--- src/rtl/sirq_pkg.sv ---
package sirq_pkg;
  localparam int unsigned DEF_N_SRC    = 3;
  localparam int unsigned DEF_VEC_W    = 8;
  localparam int unsigned DEF_VEC_BASE = 32'h20;

  function automatic int unsigned idx_width(int unsigned n);
    return (n > 1) ? $clog2(n) : 1;
  endfunction
endpackage

--- src/rtl/sirq_status_bank.sv ---
module sirq_status_bank #(
  parameter int unsigned N_SRC = sirq_pkg::DEF_N_SRC
) (
  input  logic             clk_i,
  input  logic             rst_ni,
  input  logic [N_SRC-1:0] evt_i,
  input  logic [N_SRC-1:0] clr_i,
  output logic [N_SRC-1:0] status_o
);
  logic [N_SRC-1:0] status_q;

  for (genvar g = 0; g < N_SRC; g++) begin : g_bit
    // event wins over a same-cycle clear
    always_ff @(posedge clk_i or negedge rst_ni) begin
      if (!rst_ni)       status_q[g] <= 1'b0;
      else if (evt_i[g]) status_q[g] <= 1'b1;
      else if (clr_i[g]) status_q[g] <= 1'b0;
    end

    assert_evt_sets_R2: assert property (@(posedge clk_i) disable iff (!rst_ni)
      evt_i[g] |=> status_q[g]);
    assert_evt_beats_clr_R9: assert property (@(posedge clk_i) disable iff (!rst_ni)
      (evt_i[g] && clr_i[g]) |=> status_q[g]);
    assert_clr_only_sel_R4: assert property (@(posedge clk_i) disable iff (!rst_ni)
      (!evt_i[g] && !clr_i[g]) |=> $stable(status_q[g]));
  end

  assign status_o = status_q;
endmodule

--- src/rtl/sirq_prio_sel.sv ---
module sirq_prio_sel #(
  parameter int unsigned N_SRC = sirq_pkg::DEF_N_SRC,
  localparam int unsigned IDX_W = sirq_pkg::idx_width(N_SRC)
) (
  input  logic [N_SRC-1:0] pend_i,
  output logic [N_SRC-1:0] gnt_o,
  output logic [IDX_W-1:0] idx_o,
  output logic             any_o
);
  logic [N_SRC:0] seen;
  assign seen[0] = 1'b0;

  for (genvar g = 0; g < N_SRC; g++) begin : g_chain
    assign gnt_o[g]  = pend_i[g] & ~seen[g];
    assign seen[g+1] = seen[g] | pend_i[g];
  end

  assign any_o = seen[N_SRC];

  always_comb begin
    idx_o = '0;
    for (int i = 0; i < N_SRC; i++)
      if (gnt_o[i]) idx_o = IDX_W'(i);
  end
endmodule

--- src/rtl/sirq_service_ctl.sv ---
module sirq_service_ctl (
  input  logic clk_i,
  input  logic rst_ni,
  input  logic take_i,
  input  logic eoi_i,
  output logic in_svc_o
);
  logic in_svc_q;

  always_ff @(posedge clk_i or negedge rst_ni) begin
    if (!rst_ni)     in_svc_q <= 1'b0;
    else if (take_i) in_svc_q <= 1'b1;
    else if (eoi_i)  in_svc_q <= 1'b0;
  end

  assign in_svc_o = in_svc_q;

  assert_take_sets_R5: assert property (@(posedge clk_i) disable iff (!rst_ni)
    take_i |=> in_svc_q);
  assert_eoi_clears_R7: assert property (@(posedge clk_i) disable iff (!rst_ni)
    (eoi_i && !take_i) |=> !in_svc_q);
  assert_take_when_idle_R6: assert property (@(posedge clk_i) disable iff (!rst_ni)
    take_i |-> !in_svc_q);
endmodule

--- src/rtl/sirq_arbiter.sv ---
module sirq_arbiter #(
  parameter int unsigned N_SRC    = sirq_pkg::DEF_N_SRC,
  parameter int unsigned VEC_W    = sirq_pkg::DEF_VEC_W,
  parameter int unsigned VEC_BASE = sirq_pkg::DEF_VEC_BASE,
  localparam int unsigned IDX_W   = sirq_pkg::idx_width(N_SRC)
) (
  input  logic             clk_i,
  input  logic             rst_ni,
  input  logic [N_SRC-1:0] evt_i,
  input  logic             ack_i,
  input  logic             eoi_i,
  output logic             req_o,
  output logic             in_svc_o,
  output logic             vec_valid_o,
  output logic [VEC_W-1:0] vec_o,
  output logic [N_SRC-1:0] status_o
);
  logic [N_SRC-1:0] status;
  logic [N_SRC-1:0] gnt;
  logic [N_SRC-1:0] clr;
  logic [IDX_W-1:0] sel_idx;
  logic             any_pend;
  logic             in_svc;
  logic             take;

  sirq_status_bank #(.N_SRC(N_SRC)) u_bank (
    .clk_i   (clk_i),
    .rst_ni  (rst_ni),
    .evt_i   (evt_i),
    .clr_i   (clr),
    .status_o(status)
  );

  sirq_prio_sel #(.N_SRC(N_SRC)) u_sel (
    .pend_i(status),
    .gnt_o (gnt),
    .idx_o (sel_idx),
    .any_o (any_pend)
  );

  sirq_service_ctl u_svc (
    .clk_i   (clk_i),
    .rst_ni  (rst_ni),
    .take_i  (take),
    .eoi_i   (eoi_i),
    .in_svc_o(in_svc)
  );

  // shared request hidden for the whole group while in service
  assign req_o       = any_pend & ~in_svc;
  assign take        = ack_i & req_o;
  assign clr         = take ? gnt : '0;
  assign vec_valid_o = take;
  assign vec_o       = take ? VEC_W'(VEC_BASE + 32'(sel_idx)) : '0;
  assign in_svc_o    = in_svc;
  assign status_o    = status;

  assert_svc_masks_req_R6: assert property (@(posedge clk_i) disable iff (!rst_ni)
    in_svc |-> !req_o);
  assert_sel_pending_R3: assert property (@(posedge clk_i) disable iff (!rst_ni)
    vec_valid_o |-> status[sel_idx]);
  assert_sel_highest_R3: assert property (@(posedge clk_i) disable iff (!rst_ni)
    vec_valid_o |-> ((status & (gnt - 1'b1)) == '0));
  assert_idle_ack_ignored_R8: assert property (@(posedge clk_i) disable iff (!rst_ni)
    (ack_i && !req_o) |=> status == ($past(status) | $past(evt_i)));
  assert_idle_eoi_R10: assert property (@(posedge clk_i) disable iff (!rst_ni)
    (eoi_i && !in_svc && !ack_i) |=> !in_svc);
endmodule

--- config.mk ---
export PLATFORM = sky130hd
export DESIGN_NAME = sirq_arbiter
export DESIGN_NICKNAME = d
export VERILOG_FILES = /design/src/rtl/sirq_pkg.sv /design/src/rtl/sirq_status_bank.sv /design/src/rtl/sirq_prio_sel.sv /design/src/rtl/sirq_service_ctl.sv /design/src/rtl/sirq_arbiter.sv
export SDC_FILE = /design/constraint.sdc
export NUM_CORES = 1
export LEC_CHECK = 0
export BUFFER_PORTS_ARGS = -buffer_cell sky130_fd_sc_hd__buf_2
export CORE_AREA = 2 2 39 41
export DETAILED_ROUTE_END_ITERATION = 10
export DIE_AREA = 0 0 41 43
export PLACE_DENSITY = 0.61
export SETUP_SLACK_MARGIN = 0.05
export SLEW_MARGIN = 20
export SYNTH_ARGS = -nofsm -noshare
export SYNTH_HDL_FRONTEND = slang
export SYNTH_HIERARCHICAL = 1
export SYNTH_SLANG_ARGS = --single-unit
--- constraint.sdc ---
create_clock -name clk_i -period 2.71 [get_ports clk_i]
set_input_delay 0.1355 -clock clk_i [delete_from_list [all_inputs] [get_ports clk_i]]
set_output_delay 0.1355 -clock clk_i [all_outputs]
set_load 0.1 [all_outputs]
==> results of run 1 <==
==> state kept, by name, summed over array words and instances (netlist names) <==
signal	flops
u_svc/in_svc_o	1
u_bank/status_o	3
==> placed cells by master (no fill, tap or decap) <==
cell	count
conb_1	5
a21o_1	4
and2b_2	1
inv_1	4
buf_2	15
and3b_1	1
and4b_1	5
nor3b_1	1
or3_1	1
dlygate4sd3_1	1
dfrtp_1	4
nor2b_2	1
clkbuf_4	3
==> cell families after synthesis <==
logic type	Yosys count	share of synthesized area
AO/OA/AOI/OAI	4	0.0988
flip-flops	4	0.329
other	1	0.0123
AND/OR/NAND/NOR	10	0.288
buffers and inverters	13	0.272
==> layer usage <==
layer	share of wire	vias to the layer above	GRT usage	routed length (microns)
li1	-	125	-	-
met3	0.11	0	0.0366	60
met2	0.48	10	0.0719	257
met5	0	-	0	0
met4	0	0	0.0600	0
met1	0.40	104	0.0719	211
==> synthesized netlist by cell type <==
cell	number	share of area
buf_4	9	0.22
and4b_1	5	0.16
a21o_1	4	0.099
dfrtp_1	4	0.33
inv_1	4	0.049
and2b_2	1	0.029
and3b_1	1	0.029
conb_1	1	0.012
nor2b_1	1	0.021
nor3b_1	1	0.025
or3_1	1	0.021
==> area by class of cell <==
cell class | count | area (sq um)
multi-input cells | 19 | 139
flip-flops and latches | 4 | 100
fillers | 160 | 1000
clock buffers | 3 | 22.5
well taps | 16 | 20.0
inverters | 4 | 15.0
repair buffers | 16 | 85.1
==> power by group through the flow <==
stage / combinational (mW) / clock [mW] / sequential (mW)
final: 0.145 / 0.0705 / 0.0718
after global routing: 0.149 / 0.0783 / 0.0732
after CTS: 0.146 / 0.0759 / 0.0718
after detailed placement: 0.145 / 0 / 0.0725
after global placement: 0.145 / 0 / 0.0723
after floorplan: 0.104 / 0 / 0.106
==> through the flow <==
step	area (sq um)	instances	total power, mW
final	382	62	0.287
after global routing	382	62	0.301
after CTS	382	62	0.294
after detailed placement	349	58	0.217
after global placement	349	58	0.217
after floorplan	322	36	0.210
==> path summary, 6_finish.rpt <==
path                                                      from                             end  slack (ns)  depth (start not counted)
worst min-delay path                                  evt_i[2]  u_bank/status_o[2]$_DFFE_PN0P_        0.08                          2
min in group asynchronous                               rst_ni  u_bank/status_o[2]$_DFFE_PN0P_        0.24                          2
worst min register to register  u_bank/status_o[2]$_DFFE_PN0P_  u_bank/status_o[2]$_DFFE_PN0P_        0.52                          1
worst max-delay path            u_bank/status_o[0]$_DFFE_PN0P_                        vec_o[5]        0.96                          3
worst max register to register  u_bank/status_o[0]$_DFFE_PN0P_      u_svc/in_svc_o$_DFFE_PN0P_        1.35                          3
max in group asynchronous                               rst_ni  u_bank/status_o[0]$_DFFE_PN0P_        2.35                          2
==> flow_summary.toml, run 1 <==
[run_status]
outcome = "complete, no violations"

[power_and_ir_drop]
p_int_mw = 0.136
leakagePower_nw = 0.205
swShare = 0.526
power.density_mw_per_mm2 = 753
peakVddDrop_mv = 0.210
clock_power_share = 0.245
seq_power_share = 0.250
combPwrFrac = 0.505
power.switching_mw = 0.151

[sta]
hold-worst-slack_ns = 0.0818
rsz0062_at_grt = "no"
fin_crit_sh = 0.647
fin_skew_ns = 0.00264
hold_viol_final = 0
setup_violations = 0
finalSetupTns_ns = 0
setup_ws_ns = 0.957
max_freq_ghz = 0.570
fin_crit_ns = 1.75
drv_slew = 0

[placement]
pre_cts_ws_ns = 1.19
globalplace.congestion = 0.672
place_hpwl_microns = 450
numPortBuffers = 15

[critical_path]
crit_buf_inv = 1
worstSetupPathType = "flip-flop to primary output"
worstPathCellList = "or3_1 -> and3b_1 -> buf_2"
max_stage_delay_ns = 0.46
path_delay_family = "simple AND/OR/NAND/NOR gates"
arrival_ns = 1.62
cp.required_ns = 2.57
cp-start-kind = "flip-flop"
endpoint_kind = "primary output"
worstPathMaxFanout = 7
cp_slowest_cell = "or3_1"

[synth]
netlist_area_sq_um = 304
synth.ff_latch_count = 4
synth_seq_area_share = 0.329
synth_warnings = 6
avgSynthCellArea_sq_um = 9.50
yosysUniqueCellTypes = 11
syn_inst = 32

[cts]
cts.clk_slew.worst_paths_ns = 0.04
cts_resized = 0
worstSkewPairLatency_ns = 0.23
postCtsHoldBufs = 1
htreeDepth = 1
cts_buffer_depth = 2
clockRootBuffer = "clkbuf_4"
cts.sinks = 4
cts.repair_timing.setup_buffer_count = 0
numCtsBuffers = 3
cts_tree = "done"

[floorplan]
die_w_microns = 41
core_area_sq_mm = 0.00138
start_util = 0.220
num_rows = 14
ioPinCount = 21
dieArea_sq_mm = 0.00176
die_h_microns = 43

[global_routing]
grt_overflow = 0
grt_max_degree = 10
grt_pass1_vias = 192
grt_pass1_wl_microns = 683
antenna_found_initial = 0
grt_usage = 0.0616

[route]
dr.pass1.iters = 1
ant_nets = 0
remaining_drc_errors = 0
drt-initial-drc-count = 0
wl_microns = 530
dr_total_vias = 239
detail_route.wl_per_cell_microns = 8.55
viasPerCell = 3.85

[final_layout]
diodes = 0
finalNetCount = 55
drive_above_1_share = 0.435
area_growth_pct = 25.5
postLayoutCoreUtil = 0.276

[run]
maxCapViolations = 0

[hold_path]
hold_class = "input pin to flip-flop"
Note: power is estimated with default switching activity, not from simulation.
==> inputs of run 2 (changes only) <==
--- a/config.mk
+++ b/config.mk
@@ -9,7 +9,7 @@
 export CORE_AREA = 2 2 39 41
 export DETAILED_ROUTE_END_ITERATION = 10
 export DIE_AREA = 0 0 41 43
-export PLACE_DENSITY = 0.61
+export PLACE_DENSITY = 0.63
 export SETUP_SLACK_MARGIN = 0.05
 export SLEW_MARGIN = 20
 export SYNTH_ARGS = -nofsm -noshare
==> constraint.sdc (replaced) <==
create_clock -name clk_i -period 1.55 [get_ports clk_i]
set_input_delay 0.0775 -clock clk_i [delete_from_list [all_inputs] [get_ports clk_i]]
set_output_delay 0.0775 -clock clk_i [all_outputs]
set_load 0.1 [all_outputs]
==> flow_summary.toml, run 2 (synthesis gave the netlist of run 1 again) <==
[run_status]
outcome = "complete, but fails checks"
violations = "setup timing"

[cts]
cts_tree = "done"
numCtsBuffers = 3
cts_buffer_depth = 2
htreeDepth = 1
clockRootBuffer = "clkbuf_4"
cts.clk_slew.worst_paths_ns = 0.04
worstSkewPairLatency_ns = 0.23
cts.sinks = 4

[floorplan]
core_area_sq_mm = 0.00138
start_util = 0.220
die_h_microns = 43
die_w_microns = 41
num_rows = 14
dieArea_sq_mm = 0.00176
ioPinCount = 21

[sta]
max_freq_ghz = 0.615
drv_slew = 0
rsz0062_at_grt = "yes"
hold_viol_final = 0
fin_crit_sh = 1.05
setup_violations = 4
setup_ws_ns = -0.0765
fin_skew_ns = 0.000996
fin_crit_ns = 1.63

[final_layout]
area_growth_pct = 64.6
finalNetCount = 57
final_cell_mix = "buf_2, conb_1, buf_12"
largest_reg_flops = 3
drive_above_1_share = 0.625
diodes = 0
final_cell_count_no_fill = 64
mostFrequentLayoutCell = "buf_2"

[global_routing]
grt_use_met2 = 0.125
use_met3 = 0.0314
grt_max_degree = 10
busiest_layer = "met2"
grt_usage = 0.0868
grt_pass1_vias = 236
grtUsageMet1 = 0.0915
antenna_found_initial = 0
grt_pass1_wl_microns = 979
grt_overflow = 0

[route]
viasPerCell = 3.92
remaining_drc_errors = 0
drt-initial-drc-count = 6
dr_total_vias = 251
wl_microns = 650
dr.pass1.iters = 2
detail_route.wl_per_cell_microns = 10.2
ant_nets = 0

[power_and_ir_drop]
power.density_mw_per_mm2 = 1120
leakagePower_nw = 0.239
p_total_mw = 0.563
peakVddDrop_mv = 0.307

[critical_path]
endpoint_kind = "primary output"
arrival_ns = 1.55
cp.required_ns = 1.47
cp-start-kind = "flip-flop"
worstPathMaxFanout = 7
worstSetupPathType = "flip-flop to primary output"

[placement]
numPortBuffers = 15
place_hpwl_microns = 466
pre_cts_ws_ns = 0.0469
dp_cells = 58
globalplace.congestion = 0.609

[run]
maxCapViolations = 0

[hold_path]
hold_class = "input pin to flip-flop"
## run 2: routing by layer
layer	routed length [microns]	up-vias
li1	-	129
met1	268	111
met2	335	11
met3	46	0
met4	0	0
met5	0	-
## run 2: worst paths after layout
path	from	end	slack [ns]	depth (start not counted)
max in group asynchronous	rst_ni	u_bank/status_o[1]$_DFFE_PN0P_	1.24	2
min in group asynchronous	rst_ni	u_bank/status_o[0]$_DFFE_PN0P_	0.17	2
worst min register to register	u_bank/status_o[2]$_DFFE_PN0P_	u_bank/status_o[2]$_DFFE_PN0P_	0.57	1
worst max-delay path	u_bank/status_o[1]$_DFFE_PN0P_	vec_o[0]	-0.08	3
worst max register to register	u_bank/status_o[1]$_DFFE_PN0P_	u_svc/in_svc_o$_DFFE_PN0P_	0.16	3
worst min-delay path	evt_i[0]	u_bank/status_o[0]$_DFFE_PN0P_	0.03	2
## run 2: cell type report
| cell class | count | area, sq um |
|---|---|---|
| clock buffers | 3 | 22.5 |
| fillers | 149 | 883 |
| inverters | 4 | 15.0 |
| multi-input cells | 19 | 155 |
| flip-flops and latches | 4 | 113 |
| well taps | 16 | 20.0 |
| repair buffers | 18 | 175 |
## run 2: per-stage QoR
stage                     setup TNS (ns)  instance area [sq um]  hold WS [ns]   util
after floorplan                   -0.379                    358        -0.218      -
final                             -0.204                    500        0.0270  0.362
after CTS                         -0.244                    500        0.0144  0.362
after detailed placement               0                    378        -0.112  0.273
after global placement                 0                    378        -0.114  0.273
after global routing              -0.357                    500        0.0228  0.362
## run 2: repair_timing
| action | 4_1_cts | 5_1_grt |
|---|---|---|
| buffers inserted | 2 | 0 |
| gates resized for setup | 20 | 0 |
| pin swaps | 3 | 0 |
| setup endpoints to repair | 5 | 5 |
| endpoints found under the hold margin | 4 | 0 |
| hold buffers | 1 | 0 |
## run 2: critical path, cell delays in order, from the launching register on
cell     delay, ns
dfrtp_4       0.46
or3_4         0.42
and4b_2       0.26
buf_12        0.17
## run 2: power breakdown
part           switching, mW  internal (mW)  total [mW]  leakage (nW)
registers             0.0142          0.117       0.131        0.0387
clock network         0.0394         0.0864       0.126        0.0138
logic                  0.225         0.0810       0.306         0.186
total                  0.278          0.284       0.563         0.239
==> inputs of run 3 (changes only) <==
--- a/config.mk
+++ b/config.mk
@@ -11,6 +11,7 @@
 export DIE_AREA = 0 0 41 43
 export PLACE_DENSITY = 0.63
 export SETUP_SLACK_MARGIN = 0.05
+export SKIP_CTS_REPAIR_TIMING = 1
 export SLEW_MARGIN = 20
 export SYNTH_ARGS = -nofsm -noshare
 export SYNTH_HDL_FRONTEND = slang
==> flow_summary.toml, run 3 (synthesis gave the netlist of run 1 again) <==
[global_routing]
grt_usage = 0.0747
grt_max_degree = 10
grt_pass1_vias = 196
grt_overflow = 0
grt_pass1_wl_microns = 821
antenna_found_initial = 0

[cts]
cts_tree = "done"
numCtsBuffers = 3
htreeDepth = 1
clockRootBuffer = "clkbuf_4"
cts.sinks = 4
worstSkewPairLatency_ns = 0.23
cts_buffer_depth = 2
cts.clk_slew.worst_paths_ns = 0.04

[floorplan]
core_area_sq_mm = 0.00138
num_rows = 14
dieArea_sq_mm = 0.00176
die_h_microns = 43
start_util = 0.220
ioPinCount = 21
die_w_microns = 41

[placement]
pre_cts_ws_ns = 0.0469
numPortBuffers = 15
place_hpwl_microns = 466
globalplace.congestion = 0.609

[sta]
setup_ws_ns = -0.0839
drv_slew = 0
fin_crit_sh = 1.05
fin_crit_ns = 1.63
hold_viol_final = 0
rsz0062_at_grt = "yes"
max_freq_ghz = 0.612
setup_violations = 4
fin_skew_ns = 0.000966

[route]
remaining_drc_errors = 0
dr_total_vias = 253
dr.pass1.iters = 3
viasPerCell = 4.02
drt-initial-drc-count = 6
detail_route.wl_per_cell_microns = 10.2
wl_microns = 640
ant_nets = 0

[final_layout]
final_cell_mix = "buf_2, conb_1, buf_12"
largest_reg_flops = 3
mostFrequentLayoutCell = "buf_2"
finalNetCount = 56
area_growth_pct = 62.1
fillers = 149
diodes = 0
drive_above_1_share = 0.617

[critical_path]
endpoint_kind = "primary output"
cp.required_ns = 1.47
r2r_start = "u_bank/status_o[1]$_DFFE_PN0P_"
cp-startpoint = "u_bank/status_o[1]$_DFFE_PN0P_"
worstPathMaxFanout = 7
arrival_ns = 1.56
cp-start-kind = "flip-flop"
worstSetupPathType = "flip-flop to primary output"
crit_buf_inv = 1
cp_slowest_cell = "dfrtp_4"
worstPathCellList = "or3_4 -> and4b_2 -> buf_12"
max_stage_delay_ns = 0.47
path_delay_family = "simple AND/OR/NAND/NOR gates"
r2r_slack_ns = 0.16

[run_status]
violations = "setup timing"
outcome = "complete, but fails checks"

[power_and_ir_drop]
leakagePower_nw = 0.234
p_total_mw = 0.560
power.density_mw_per_mm2 = 1140
peakVddDrop_mv = 0.302

[hold_path]
hold_class = "input pin to flip-flop"
hp-start = "evt_i[0]"

[run]
maxCapViolations = 0
## run 3: where the power goes
part,leakage [nW],switching [mW],internal [mW]
sequential,0.0387,0.0143,0.117
clock,0.0138,0.0393,0.0864
combinational,0.182,0.224,0.0794
total,0.234,0.278,0.283
## run 3: stage by stage
stage | TNS (ns) | utilization | cells | instance area [sq um] | hold WS [ns]
after global routing | -0.409 | 0.356 | 63 | 493 | 0.0228
after detailed placement | 0 | 0.273 | 58 | 378 | -0.112
after floorplan | -0.379 | - | 36 | 358 | -0.218
after global placement | 0 | 0.273 | 58 | 378 | -0.114
after CTS | -0.803 | 0.289 | 61 | 400 | -0.366
final | -0.234 | 0.356 | 63 | 493 | 0.0273
## run 3: per-layer routing
metal | global-route usage | vias to the layer above | share of wire
li1 | - | 127 | -
met1 | 0.0915 | 115 | 0.40
met2 | 0.0875 | 11 | 0.53
met3 | 0.0314 | 0 | 0.072
met4 | 0.0800 | 0 | 0
met5 | 0 | - | 0
## run 3: layout make-up
class                   instances  area, sq um  area share
well taps                      16         20.0      0.0406
flip-flops and latches          4          113       0.228
multi-input cells              19          155       0.315
inverters                       4         15.0      0.0305
clock buffers                   3         22.5      0.0457
repair buffers                 17          168       0.340
## run 3: path summary, 6_finish.rpt
check / cells past startpoint / endpoint
min: 2 / u_bank/status_o[0]$_DFFE_PN0P_
min in group asynchronous: 2 / u_bank/status_o[0]$_DFFE_PN0P_
min reg2reg: 1 / u_bank/status_o[2]$_DFFE_PN0P_
max reg2reg: 3 / u_svc/in_svc_o$_DFFE_PN0P_
max: 3 / vec_o[0]
max in group asynchronous: 2 / u_bank/status_o[1]$_DFFE_PN0P_
